--- src/rtl/refdiv_pkg.sv ---
package refdiv_pkg;
   // field selected by wr_addr[0] within a path
   typedef enum logic {
      FLD_RATIO  = 1'b0,
      FLD_SOURCE = 1'b1
   } refdiv_fld_e;

   localparam int unsigned REFDIV_PATHS = 2;

   function automatic int unsigned sel_width(input int unsigned streams);
      return $clog2(streams + 1);
   endfunction
endpackage

--- src/rtl/refdiv_edge.sv ---
module refdiv_edge #(
   parameter int unsigned STAGES = 2
) (
   input  logic clk,
   input  logic rst_n,
   input  logic din,
   output logic rise
);
   generate
      if (STAGES < 2) begin : g_bad
         $error("refdiv_edge: STAGES must be at least 2");
      end
   endgenerate

   // sh[STAGES-1] is the synchronized level, sh[STAGES] its delayed copy
   logic [STAGES:0] sh;

   always_ff @(posedge clk) begin
      if (!rst_n) sh <= '0;
      else        sh <= {sh[STAGES-1:0], din};
   end

   assign rise = sh[STAGES-1] & ~sh[STAGES];
endmodule

--- src/rtl/refdiv_count.sv ---
module refdiv_count #(
   parameter int unsigned DIV_W = 12,
   parameter int unsigned BLANK = 3
) (
   input  logic             clk,
   input  logic             rst_n,
   input  logic             clr,
   input  logic             rise,
   input  logic [DIV_W-1:0] ratio,
   output logic             tick
);
   localparam int unsigned BW = (BLANK < 1) ? 1 : $clog2(BLANK + 1);

   logic [DIV_W-1:0] cnt;
   logic [BW-1:0]    blank;

   always_ff @(posedge clk) begin
      if (!rst_n) begin
         cnt   <= '0;
         tick  <= 1'b0;
         blank <= '0;
      end else if (clr) begin
         cnt   <= '0;
         tick  <= 1'b0;
         blank <= BW'(BLANK);
      end else begin
         tick <= 1'b0;
         if (blank != '0) begin
            blank <= blank - BW'(1);
         end else if (rise && (ratio != '0)) begin
            if (cnt >= ratio - DIV_W'(1)) begin
               cnt  <= '0;
               tick <= 1'b1;
            end else begin
               cnt <= cnt + DIV_W'(1);
            end
         end
      end
   end
endmodule

--- src/rtl/refdiv_path.sv ---
module refdiv_path #(
   parameter int unsigned NUM_STREAMS = 4,
   parameter int unsigned DIV_W       = 12,
   parameter int unsigned SEL_W       = 3,
   parameter int unsigned SYNC_STAGES = 2,
   parameter int unsigned BLANK       = 3
) (
   input  logic                   clk,
   input  logic                   rst_n,
   input  logic [NUM_STREAMS-1:0] streams,
   input  logic                   ext_ref,
   input  logic                   wr_ratio,
   input  logic                   wr_source,
   input  logic [DIV_W-1:0]       wr_data,
   output logic                   tick
);
   logic [DIV_W-1:0] ratio_q;
   logic [SEL_W-1:0] sel_q;
   logic             src;
   logic             rise;

   always_ff @(posedge clk) begin
      if (!rst_n) begin
         ratio_q <= '0;
         sel_q   <= '0;
      end else begin
         if (wr_ratio)  ratio_q <= wr_data;
         if (wr_source) sel_q   <= wr_data[SEL_W-1:0];
      end
   end

   // codes below NUM_STREAMS pick a stream, all others the path's own pin
   always_comb begin
      src = ext_ref;
      for (int k = 0; k < int'(NUM_STREAMS); k++) begin
         if (sel_q == SEL_W'(k)) src = streams[k];
      end
   end

   refdiv_edge #(.STAGES(SYNC_STAGES)) u_edge (
      .clk  (clk),
      .rst_n(rst_n),
      .din  (src),
      .rise (rise)
   );

   refdiv_count #(.DIV_W(DIV_W), .BLANK(BLANK)) u_cnt (
      .clk  (clk),
      .rst_n(rst_n),
      .clr  (wr_ratio | wr_source),
      .rise (rise),
      .ratio(ratio_q),
      .tick (tick)
   );
endmodule

--- src/rtl/refdiv_pair.sv ---
module refdiv_pair
   import refdiv_pkg::*;
#(
   parameter int unsigned NUM_STREAMS = 4,
   parameter int unsigned DIV_W       = 12,
   parameter int unsigned SYNC_STAGES = 2,
   parameter int unsigned BLANK       = 3
) (
   input  logic                   clk,
   input  logic                   rst_n,
   input  logic [NUM_STREAMS-1:0] stream_clk,
   input  logic                   pri_ext_ref,
   input  logic                   sec_ext_ref,
   input  logic                   wr_en,
   input  logic [1:0]             wr_addr,
   input  logic [DIV_W-1:0]       wr_data,
   output logic                   pri_tick,
   output logic                   sec_tick
);
   localparam int unsigned SEL_W = sel_width(NUM_STREAMS);

   generate
      if (NUM_STREAMS < 1 || NUM_STREAMS > 15) begin : g_bad_streams
         $error("refdiv_pair: NUM_STREAMS out of range");
      end
      if (DIV_W < 2 || DIV_W < SEL_W) begin : g_bad_width
         $error("refdiv_pair: DIV_W too narrow");
      end
      if (BLANK < SYNC_STAGES + 1) begin : g_bad_blank
         $error("refdiv_pair: BLANK must cover the synchronizer depth");
      end
   endgenerate

   logic [REFDIV_PATHS-1:0] ext_v;
   logic [REFDIV_PATHS-1:0] tick_v;

   assign ext_v = {sec_ext_ref, pri_ext_ref};

   for (genvar p = 0; p < int'(REFDIV_PATHS); p++) begin : g_path
      logic hit;
      assign hit = wr_en && (wr_addr[1] == 1'(p));

      refdiv_path #(
         .NUM_STREAMS(NUM_STREAMS),
         .DIV_W      (DIV_W),
         .SEL_W      (SEL_W),
         .SYNC_STAGES(SYNC_STAGES),
         .BLANK      (BLANK)
      ) u_path (
         .clk      (clk),
         .rst_n    (rst_n),
         .streams  (stream_clk),
         .ext_ref  (ext_v[p]),
         .wr_ratio (hit && (wr_addr[0] == FLD_RATIO)),
         .wr_source(hit && (wr_addr[0] == FLD_SOURCE)),
         .wr_data  (wr_data),
         .tick     (tick_v[p])
      );
   end

   assign pri_tick = tick_v[0];
   assign sec_tick = tick_v[1];
endmodule

--- config.mk ---
export PLATFORM = sky130hd
export DESIGN_NAME = refdiv_pair
export DESIGN_NICKNAME = d
export VERILOG_FILES = /design/src/rtl/refdiv_pkg.sv /design/src/rtl/refdiv_edge.sv /design/src/rtl/refdiv_count.sv /design/src/rtl/refdiv_path.sv /design/src/rtl/refdiv_pair.sv
export SDC_FILE = /design/constraint.sdc
export NUM_CORES = 1
export LEC_CHECK = 0
export BUFFER_PORTS_ARGS = -buffer_cell sky130_fd_sc_hd__buf_4
export CAP_MARGIN = 20
export CORE_MARGIN = 2
export CORE_UTILIZATION = 30
export DETAILED_ROUTE_END_ITERATION = 8
export PLACE_DENSITY_LB_ADDON = 0.2
export SLEW_MARGIN = 15
export SYNTH_ARGS = -nofsm -noshare
export SYNTH_HDL_FRONTEND = slang
export SYNTH_SLANG_ARGS = --single-unit
--- constraint.sdc ---
create_clock -name clk -period 5.33 [get_ports clk]
set_input_delay 0.2665 -clock clk [delete_from_list [all_inputs] [get_ports clk]]
set_output_delay 0.2665 -clock clk [all_outputs]
set_load 0.01 [all_outputs]
After elaboration in Yosys (flattened, before gate mapping)
Cells that the tools add are included.

Add/subtract/negate cells: 6. $lt $le $gt $ge: 2. Eq/ne operators: 6. Multiplexer cells: 16. Bitwise operators: 13. Reductions and logical operators: 22.

Operator list (number): 12-bit by 1-bit adder with 12-bit output, second input constant (2); 12-bit greater-or-equal comparator (2); 12-bit two-way mux (2); 12-bit nonzero test (2); 12-bit by 1-bit subtractor with 12-bit output, second input constant (2); 3-bit by 2-bit == test with 1-bit output, second input constant (4); 1-bit two-way mux (10); 1-bit inverter (9); 1-bit logical AND (8); 2-bit two-way mux (4); 2-bit nonzero test (4); 4-bit OR reduction (2); 3-bit by 1-bit == test with 1-bit output, second input constant (2); 3-bit zero test (2); 2-bit AND reduction (2); 2-bit OR reduction (2); 2-bit by 1-bit subtractor with 2-bit output, second input constant (2); 1-bit bitwise AND (2); 1-bit OR (2).

Register bits: 66. Bits of input ports: 23. Output and inout bits: 2. Logic and storage cells: 77.

Longest topological paths before layout
Gate-level depths: netlist of the first run.

Depth in word-level cells: 5. Gate-level depth with buffers: 12. Depth with buffers taken out: 11.

Cells and area by module
Synthesis of the first run repeated with hierarchy kept, for this count alone.

Cell total of the unflattened synthesis: 399. Area, all modules: 3857.4 sq um.

By module, submodules not included: refdiv_count at g_path[1].u_path.u_cnt (instances 1, cells each 140, area an instance 1260.0 sq um, seq. area each 300.3 sq um); refdiv_path (instances 2, cells each 55, area an instance 615.6 sq um, seq. area each 300.3 sq um); refdiv_count at g_path[0].u_path.u_cnt (instances 1, cells each 131, area an instance 1143.6 sq um, seq. area each 300.3 sq um); refdiv_edge (instances 2, cells each 7, area an instance 92.6 sq um, seq. area each 60.1 sq um); refdiv_pair (instances 1, cells each 4, area an instance 37.5 sq um, seq. area each 0.0 sq um).

Worst setup path before layout of the first run
No wires, ideal clock.

Kind: reg2reg. Start point: register g_path[0].u_path.ratio_q[4]. End point: register g_path[0].u_path.u_cnt.cnt[10]. Library setup time: 0.141 ns. Arrival time: 2.470 ns. Data required time: 5.189 ns. Path slack: 2.719 ns. Stages on the path, launching flop included: 12. Path buffers: 2. Clock period less this slack: 2.611 ns. Path through: dfxtp_1 -> buf_2 -> or4_1 -> nor4_1 -> xnor2_1 -> ha_1 -> nand3_1 -> nor3_1 -> o31ai_1 -> a31oi_1 -> buf_6 -> nor3_2.

Longest elaborated chain between the ends: 3. Elaborated cells on any way between the ends: 6. Classes of those cells: 1 x add/sub; 1 x order compare; 1 x mux; 3 x reduce/logical.

RTL lines: start, declared (line refdiv_path.sv:17) `logic [DIV_W-1:0] ratio_q;`; start signal, assigned (line refdiv_path.sv:27) `if (wr_ratio) ratio_q <= wr_data;`; 12-bit by 1-bit subtractor with 12-bit output or 12-bit nonzero test (tied branches) (line refdiv_count.sv:31, refdiv_count.sv:30); 12-bit greater-or-equal comparator or 1-bit logical AND (tied branches) (line refdiv_count.sv:31, refdiv_count.sv:30); 12-bit two-way mux or 2-bit AND reduction (tied branches); end signal, assigned (line refdiv_count.sv:35) `cnt <= cnt + DIV_W'(1);`; end, declared (line refdiv_count.sv:14) `logic [DIV_W-1:0] cnt;`.

Several ways; a longest one is shown, not always the timed one. A chain may end at the register's enable or synchronous reset.

Final worst setup path of the first run
Start point: register g_path[1].u_path.ratio_q[4]. End point: register g_path[1].u_path.u_cnt.cnt[8].

Longest elaborated chain between the ends: 3. Elaborated cells on any way between the ends: 6. Classes of those cells: 1 x add/sub; 1 x order compare; 1 x mux; 3 x reduce/logical.

RTL lines (line): start, declared (refdiv_path.sv:17); start signal, assigned (refdiv_path.sv:27); 12-bit by 1-bit subtractor with 12-bit output or 12-bit nonzero test (tied branches) (refdiv_count.sv:31, refdiv_count.sv:30); 12-bit greater-or-equal comparator or 1-bit logical AND (tied branches) (refdiv_count.sv:31, refdiv_count.sv:30); 12-bit two-way mux or 2-bit AND reduction (tied branches); end signal, assigned (refdiv_count.sv:35); end, declared (refdiv_count.sv:14).

Several ways; a longest one is shown, not always the timed one.

==> results of run 1 <==
[cells in the final DEF (no fill, tap or decap), drive strengths merged, types with 3 or more instances in the layout]
cell    instances
and2            4
o21ai           5
nor2b           9
clkbuf         12
inv            12
nor3           23
a31oi           3
and3            4
dfxtp          66
ha             32
mux2i          10
nor2           33
xor2           24
a21boi         28
xnor2          20
nand3b          3
buf            25
nand3          14
nand2          60
nand4          17
a21oi           6
a21o            3
nor4            6
[per-stage QoR]
stage | util | cells | total power, uW
6_report | 0.361 | 609 | 1310
5_1_grt | 0.361 | 609 | 1380
4_1_cts | 0.361 | 609 | 1330
3_5_place_dp | 0.338 | 594 | 746
3_3_place_gp | 0.338 | 594 | 740
2_1_floorplan | - | 413 | 694
[worst paths after layout]
path	startpoint	cells after the start	slack [ns]	to
max	g_path[1].u_path.ratio_q[4]$_SDFFE_PN0P_	10	2.16	g_path[1].u_path.u_cnt.cnt[8]$_SDFFE_PP0P_
min reg2reg	g_path[1].u_path.u_edge.sh[0]$_SDFF_PN0_	1	0.43	g_path[1].u_path.u_edge.sh[1]$_SDFF_PN0_
max reg2reg	g_path[1].u_path.ratio_q[4]$_SDFFE_PN0P_	10	2.16	g_path[1].u_path.u_cnt.cnt[8]$_SDFFE_PP0P_
min	pri_ext_ref	3	0.20	g_path[0].u_path.u_edge.sh[0]$_SDFF_PN0_
[routing by layer]
layer | vias up | share of wire | GRT usage
met3 | 8 | 0.039 | 0.0361
li1 | 1490 | - | -
met4 | 0 | 0.014 | 0.0452
met5 | - | 0 | 0
met1 | 1303 | 0.53 | 0.179
met2 | 41 | 0.42 | 0.189
[layout make-up]
type	instances	area (sq um)	area share
Multi-Input combinational cell	323	2320	0.531
Sequential cell	66	1320	0.302
Clock buffer	12	246	0.0563
Tap cell	168	210	0.0480
Timing Repair Buffer	25	188	0.0429
Inverter	12	45.0	0.0103
Clock inverter	3	40.0	0.00915
[power groups by stage]
stage	logic (uW)	registers, uW	clock network [uW]
floorplan	156	538	0
global placement	199	541	0
detailed placement	204	542	0
CTS	205	532	596
global route	228	534	620
finish	201	532	575
[registers in the layout, summed over array words and instances, names as in the netlist]
| register | flops |
|---|---|
| g_path.u_path.u_cnt.tick | 2 |
| g_path.u_path.u_cnt.blank | 4 |
| g_path.u_path.sel_q | 6 |
| g_path.u_path.u_cnt.cnt | 24 |
| g_path.u_path.u_edge.sh | 6 |
| g_path.u_path.ratio_q | 24 |
[kinds of logic after synthesis]
group / Yosys count
adders and majority gates: 32
DFF: 66
muxes: 14
and+or+nand+nor: 184
xor gates and xnor gates: 44
buffers and inverters: 24
AOI/OAI and AO/OA: 49
[worst min-delay path: stages]
cell     delay (ns)
buf_4          0.07
mux2i_1        0.05
nor2b_1        0.10
==> results list, run 1 <==
- For the worst setup path, the data required time is 5.51 ns.
* Static power due to leakage: 0.00176 uW
- Between clock sinks in the finished design, the worst skew comes to 0.00811 ns.
- The worst pin sits at a relative slew slack of 0.390.
* Period minus WS final: 3.17 ns
- Most area-hungry cell type in the Yosys netlist: dfxtp_1
- Flop pwr share: 0.406
* Antenna violations before repair: 0
- Height of the die: 116 um
- Clk root buf: clkbuf_16
- Dominant cell type by count on the critical path: a21oi_1
- Clock Sinks: 66
- Setup violations remaining at the end of the flow were counted as 0.
* Most frequent cell after synthesis: dfxtp_1
- The H-tree was split into 3 levels.
* Predominant post-synthesis flop cell: dfxtp_1
- Setup crit start kind: flip-flop
* Number of global-route vias before repair: 2752
- Synthesis produced a netlist with a net count of 468.
- The longest clock path from root to sink contains 2 buffers.
- Resized Gates After CTS: 0
- TritonCTS created 9 clock buffers.
- Cell Int Power: 981 uW
- The synthesized netlist occupies a cell area of 0.00375 sq mm.
* Number of I/O port buffers: 24
* Number of antenna repair diodes: 0
- In this run the cell area measured after placement is 0.00409 sq mm.
- In this run the count of I/O pins placed on the die edge is 25.
- Global-route wire length before repair: 13400 um
- Setup slack on the critical path of the routed design comes to 2.16 ns.
- The Yosys step of the flow raised 0 warnings.
* DRC Markers: 0
- Traced cell by cell, the critical path runs through nor4_4 -> nand2b_1 -> nor4_1 -> xnor2_1 -> ha_1 -> nand4_1 -> nor3_1 -> a21oi_1 -> a21oi_1 -> nor2_1.
- The fraction of the mapped netlist area in compound gates was 0.103.
- The die covers 0.0134 sq mm.
- Post-synthesis register bit count: 66
- The count of final hold-check violations is 0.
- By count the netlist is led by 66 x dfxtp_1, 60 x nand2_1, 32 x ha_1, 32 x nor2_1, 28 x a21boi_0.
- The portion of synthesized area spent on multiplexers is 0.0447.
- OpenSTA, run right after detailed placement, puts the worst setup slack at 2.11 ns.
- Fill cells in the final layout number 1278.
- The initial utilization of the core area, before any placement, comes to 0.310.
* Drt first pass iters: 4
- Setup total negative slack on the finished layout was measured at 0 ns.
* Number of setup buffers added after CTS: 0
* Worst Setup End Kind: flip-flop
- Antenna-violating nets left: 0
- For this run, the register share of the synthesized area comes to 0.352.
* Slew at the pin closest to its max-slew limit: 0.915 ns
* EDFF count, synth: 0
- TritonCTS built the clock tree.
- Slowest-stage cell, CP: a21oi_1
- Switching power of the nets: 327 uW
- Clock power share: 0.440
* Via count: 2842
- The synthesized netlist contains 40 unique library cells.
- Wire length reported by the detailed router: 7780 um
- After global routing the overflow that remains totals 0.
- Vias per inst: 4.67
* Total power density per cell area: 299 mW/mm^2
- Of the total synthesized cell area, the portion taken by full adders, half adders and majority gates is 0.107.
- In this run, the number of DRC markers left after iteration 0 of detailed routing was 101.
- VDD sags by at most 0.148 mV.
* Crit Path Category: flip-flop to flip-flop
- Maximum fanout along the worst path: 12
* Share of the synthesized area in the top cell type: 0.352
* Average wire per cell in the routed design: 12.8 um
- Clock slew seen by the registers of the worst setup and hold paths: 0.05 ns
- Row Count: 40
- Period Utilization, post-route: 0.594
- The number of max-slew violations in the final report was 0.
- Largest family of logic cells by synthesized area: simple AND/OR/NAND/NOR gates
* RSZ-0062 raised after global routing: false
* Arrival time of data at the critical path endpoint: 3.34 ns
- Xor/xnor share of the synthesized area: 0.103
- Of the total power, the share spent switching nets is 0.250.
* Hold WC Path Type: input pin to flip-flop
* Worst slack on hold paths: 0.201 ns
- Max-cap violations: 0
- Final weighted congestion in routability-driven placement: 0.754
- Die width: 116 um
- Non-Filler Cell Area, Final: 0.00438 sq mm
* Number of buffers added to fix hold violations after cts: 0
* Slowest Stage Delay on Critical Path: 0.74 ns
- Timing would allow up to 0.316 GHz.
- Share of synthesized cell area in and, or, nand and nor gates: 0.262
- Core Region: 0.0121 sq mm
* Comb pwr share: 0.154
* Buffering stage count on the worst path with inverters included: 0
- The cell count after synthesis came out at 413.
* Worst skew pair latency: 0.33 ns
- Across every metal layer, demand over resource in global routing totals 0.128.
- In the synthesized netlist the async set-or-reset flop fraction comes to 0.
- Net count reported at finish: 492
- Delay-heaviest family, CP: simple AND/OR/NAND/NOR gates
* Outcome: complete, no violations
- Of the cells placed in the final design, the portion with a size suffix greater than 1 is 0.143.
- Compared with the post-synthesis result, the final layout area differs by 16.6%.
- Detailed placement finished with a half-perimeter wire length of 5890 um.
* Dominant cells by area after synthesis: dfxtp_1 35%, ha_1 11%, nand2_1 6.0%, a21boi_0 5.6%, xor2_1 5.6%
- Maximum number of pins on one net before global-route repair: 44
- Mean Syn Cell Area: 9.09 sq um
Note: power is estimated with default switching activity, not from simulation.
==> inputs of run 2 (changes only) <==
--- a/config.mk
+++ b/config.mk
@@ -5,6 +5,7 @@
 export SDC_FILE = /design/constraint.sdc
 export NUM_CORES = 1
 export LEC_CHECK = 0
+export ABC_AREA = 1
 export BUFFER_PORTS_ARGS = -buffer_cell sky130_fd_sc_hd__buf_4
 export CAP_MARGIN = 20
 export CORE_MARGIN = 2
==> constraint.sdc (replaced) <==
create_clock -name clk -period 2.6 [get_ports clk]
set_input_delay 0.13 -clock clk [delete_from_list [all_inputs] [get_ports clk]]
set_output_delay 0.13 -clock clk [all_outputs]
set_load 0.01 [all_outputs]
==> results list, run 2 <==
- Largest registers in the final layout: g_path.u_path.ratio_q (24), g_path.u_path.u_cnt.cnt (24)
- The initial utilization of the core area, before any placement, comes to 0.307.
- Critical Path RT: 2.84 ns
- Final number of setup-violating endpoints: 0
- Worst setup slack before clock tree synthesis: 0.106 ns
* Proportion of register bits with asynchronous set or reset after synthesis: 0
* Number of I/O port buffers: 24
- Most common cell after layout, fill and taps aside: nand2_1
- The initial antenna violation count came to 0.
- The run finished with clean final reports.
* Overflow after GRT: 0
- Core Region: 0.0132 sq mm
* WHS Path Cells: 3
* Period minus WS final: 2.37 ns
- FF-to-FF Start: g_path[0].u_path.ratio_q[1]$_SDFFE_PN0P_
- The tool flagged a number of max-cap violations equal to 0.
* Cells along the critical path: inv_2 -> ha_2 -> nand2_1 -> nor2_2 -> nand3_2 -> xor2_2 -> inv_1 -> ha_1 -> nand2_1 -> nor2_2 -> inv_1 -> nor2_1 -> nand2_1 -> nand2_1 -> nand2_1 -> nand2_2 -> buf_4 -> nor2_1
* Predominant post-synthesis flop cell: dfxtp_1
* Commonest cells after routing, fill and taps aside: 131 x nand2_1, 97 x inv_1, 65 x nor2_1, 65 x dfxtp_1, 40 x o21ai_0
- The floorplan step set the die width to 120 um.
- The synthesized design contains 66 register bits.
* Cell area after technology mapping: 0.00407 sq mm
- In the final routed layout, each cell accounts on average for 11.2 um.
* DRC Markers: 0
* Net count reported at finish: 691
* Depth of the most critical reg-to-reg path: 18
- Final weighted congestion in routability-driven placement: 0.805
- Wire length reported by the detailed router: 9180 um
- In this run the remaining antenna-violating nets after routing total 0.
- Number of library cell types mapped by synthesis: 30
- Count of non-filler cells in the finished layout: 817
* Setup crit start kind: flip-flop
- Sequential-to-total area share from yosys stat: 0.325
- Drt first pass iters: 4
- After clock tree synthesis, the clock-pin slew on the worst setup and hold paths is 0.06 ns.
- Cell area after placement: 0.00447 sq mm
- On the worst path, the slowest cell contributes a delay of 0.33 ns.
- The number of clock buffers added by TritonCTS is 9.
- For the worst-skew pair, the clock arrives at the later sink with an insertion delay of 0.34 ns.
* Cell Int Power: 2030 uW
- Warnings, synthesis: 0
- HP Start: wr_data[5]
* Post-Syn Nets: 655
* Number of global-route vias before repair: 3380
- On the critical path the largest part of the delay comes from simple AND/OR/NAND/NOR gates.
* Most frequent cell after synthesis: nand2_1
- At the worst endpoint, the arrival time is 2.61 ns.
* Synth Instances: 600
- Clk root buf: clkbuf_16
- Across all register-to-register paths, the minimum setup slack is 0.23 ns.
- Number of buffers added to fix hold violations after cts: 0
- STA classifies the critical path endpoint as a flip-flop.
- The endpoint identified for the worst register-to-register timing path is g_path[0].u_path.u_cnt.cnt[11]$_SDFFE_PP0P_.
- The die covers 0.0145 sq mm.
* Setup clock skew after layout: 0.00721 ns
- Num ports: 25
* Ratio of cells with drive above 1 in the final layout: 0.153
- Counting stages on the worst path, the most repeated cell is nand2_1.
- Maximum achievable frequency: 0.422 GHz
* Total power density per cell area: 588 mW/mm^2
- The clock tree synthesis step divided the H-tree into 3 levels.
- Clock tree from TritonCTS: done
- Using the TritonRoute via totals, the vias-per-cell ratio works out to 4.48.
* Setup Total Neg Slack: 0 ns
- Maximum number of pins on one net before global-route repair: 40
* Global-route wire length before repair: 15800 um
- Of the available clock period, the critical path in the final layout requires 0.912.
- The die is 120 um tall.
- Share of the synthesized area in the top cell type: 0.325
- Switching power share of the total: 0.293
- Dominant cells by area after synthesis: dfxtp_1 33%, nand2_1 12%, ha_1 9.8%, inv_1 9.4%, nor2_1 6.4%
- Buffering stage count on the worst path with inverters included: 4
- Setup ws final: 0.228 ns
- In this run the worst path has a maximum fanout of 5.
* Clock power share: 0.443
- The number of max-slew violations in the final report was 0.
* Half-perimeter wire length of the detailed placement result: 7110 um
- By startpoint and endpoint, the worst setup path is classified as flip-flop to flip-flop.
- Slowest-stage cell, CP: dfxtp_1
* Hold WC Path Type: input pin to flip-flop
- Highest ir drop seen on vdd: 0.368 mV
- Post-layout power: 2860 uW
- Global-route total usage across every layer: 0.137
* Slew at the pin closest to its max-slew limit: 0.597 ns
* Ranking of synthesized cells by instance count: 132 x nand2_1, 102 x inv_1, 69 x nor2_1, 66 x dfxtp_1, 40 x o21ai_0
* Non-Filler Cell Area, Final: 0.00487 sq mm
- Mean Syn Cell Area: 6.78 sq um
- Worst Hold Path EP: g_path[1].u_path.ratio_q[5]$_SDFFE_PN0P_
* Synth-to-layout area growth: 19.8%
- Comb pwr share: 0.180
- Cell total after placement: 797
* Switching power of the nets: 838 uW
* EDFF count, synth: 0
* Number of DRC markers after the initial detailed-route iteration: 158
- The biggest area contributor in the post-synthesis netlist is dfxtp_1.
- 0 antenna diodes ended up in the layout.
* Fin. Hold Viols: 0
- The share of total power dissipated in sequential elements is 0.377.
- The clock passes through at most 2 buffers.
* Clock Sinks: 66
- The detailed router placed 3664 vias in this run.
- In this run the tightest slew margin relative to its limit is 0.601.
- In this run the static leakage power is 0.00227 uW.
- Row Count: 42
[run 2: cell type report]
type                       instances  area [sq um]
fill                            1488          8370
multi-input combinational        418          2340
sequential                        66          1320
inverter                         103           392
timing repair buffer              38           289
clock buffer                       9           225
tap                              176           220
clock inverter                     7          83.8
[run 2: worst register-to-register path: cells and delay by family, from the launching register on]
family / cells / cell delay [ns]
buffers and inverters: 4 / 0.33
XOR/XNOR: 1 / 0.14
AND/OR/NAND/NOR: 11 / 1.00
adder cells (fa/ha/maj): 2 / 0.47
flip-flops: 1 / 0.33
[run 2: cell families (layout without fill, tap and decap cells)]
| logic type | count (synthesis) | count (layout) | synth area share |
|---|---|---|---|
| buffers and inverters | 116 | 157 | 0.114 |
| xor gates and xnor gates | 22 | 22 | 0.0474 |
| DFF | 66 | 66 | 0.325 |
| and+or+nand+nor | 271 | 271 | 0.293 |
| AOI/OAI and AO/OA | 93 | 93 | 0.122 |
| adders and majority gates | 32 | 32 | 0.0985 |
[run 2: power groups by stage]
| stage | registers [uW] | logic (uW) | clock network (uW) |
|---|---|---|---|
| final | 1080 | 514 | 1270 |
| after global routing | 1090 | 598 | 1360 |
| after global placement | 1100 | 473 | 0 |
| after CTS | 1080 | 489 | 1310 |
| after floorplan | 1100 | 358 | 0 |
| after detailed placement | 1100 | 488 | 0 |
[run 2: stage by stage]
| step | hold WS (ns) | util |
|---|---|---|
| 3_3_place_gp | 0.372 | 0.337 |
| 4_1_cts | 0.0301 | 0.361 |
| 6_report | 0.0358 | 0.368 |
| 3_5_place_dp | 0.393 | 0.337 |
| 2_1_floorplan | 0.265 | - |
| 5_1_grt | 0.0710 | 0.368 |
[run 2: worst max-delay path by stage]
stage	start	endpoint	slack, ns	cells after the start
after global routing	g_path[0].u_path.ratio_q[1]$_SDFFE_PN0P_	g_path[0].u_path.u_cnt.cnt[11]$_SDFFE_PP0P_	-0.05	18
after CTS	g_path[0].u_path.ratio_q[0]$_SDFFE_PN0P_	g_path[0].u_path.u_cnt.cnt[2]$_SDFFE_PP0P_	0.08	18
final	g_path[0].u_path.ratio_q[1]$_SDFFE_PN0P_	g_path[0].u_path.u_cnt.cnt[11]$_SDFFE_PP0P_	0.23	18
after global placement	g_path[0].u_path.ratio_q[2]$_SDFFE_PN0P_	g_path[0].u_path.u_cnt.cnt[0]$_SDFFE_PP0P_	0.11	17
after floorplan	g_path[0].u_path.ratio_q[0]$_SDFFE_PN0P_	g_path[0].u_path.u_cnt.cnt[0]$_SDFFE_PP0P_	0.30	17
after detailed placement	g_path[0].u_path.ratio_q[0]$_SDFFE_PN0P_	g_path[0].u_path.u_cnt.cnt[2]$_SDFFE_PP0P_	0.11	18
[run 2: per-layer routing]
| metal | wire [um] | GRT usage |
|---|---|---|
| met5 | 0 | 0 |
| met4 | 149 | 0.0610 |
| met3 | 316 | 0.0283 |
| met2 | 4200 | 0.216 |
| met1 | 4510 | 0.179 |
[run 2: repair_timing]
action,in CTS,in global routing
endpoints found under the setup margin,0,24
setup buffers,0,4
gates resized for setup,0,20
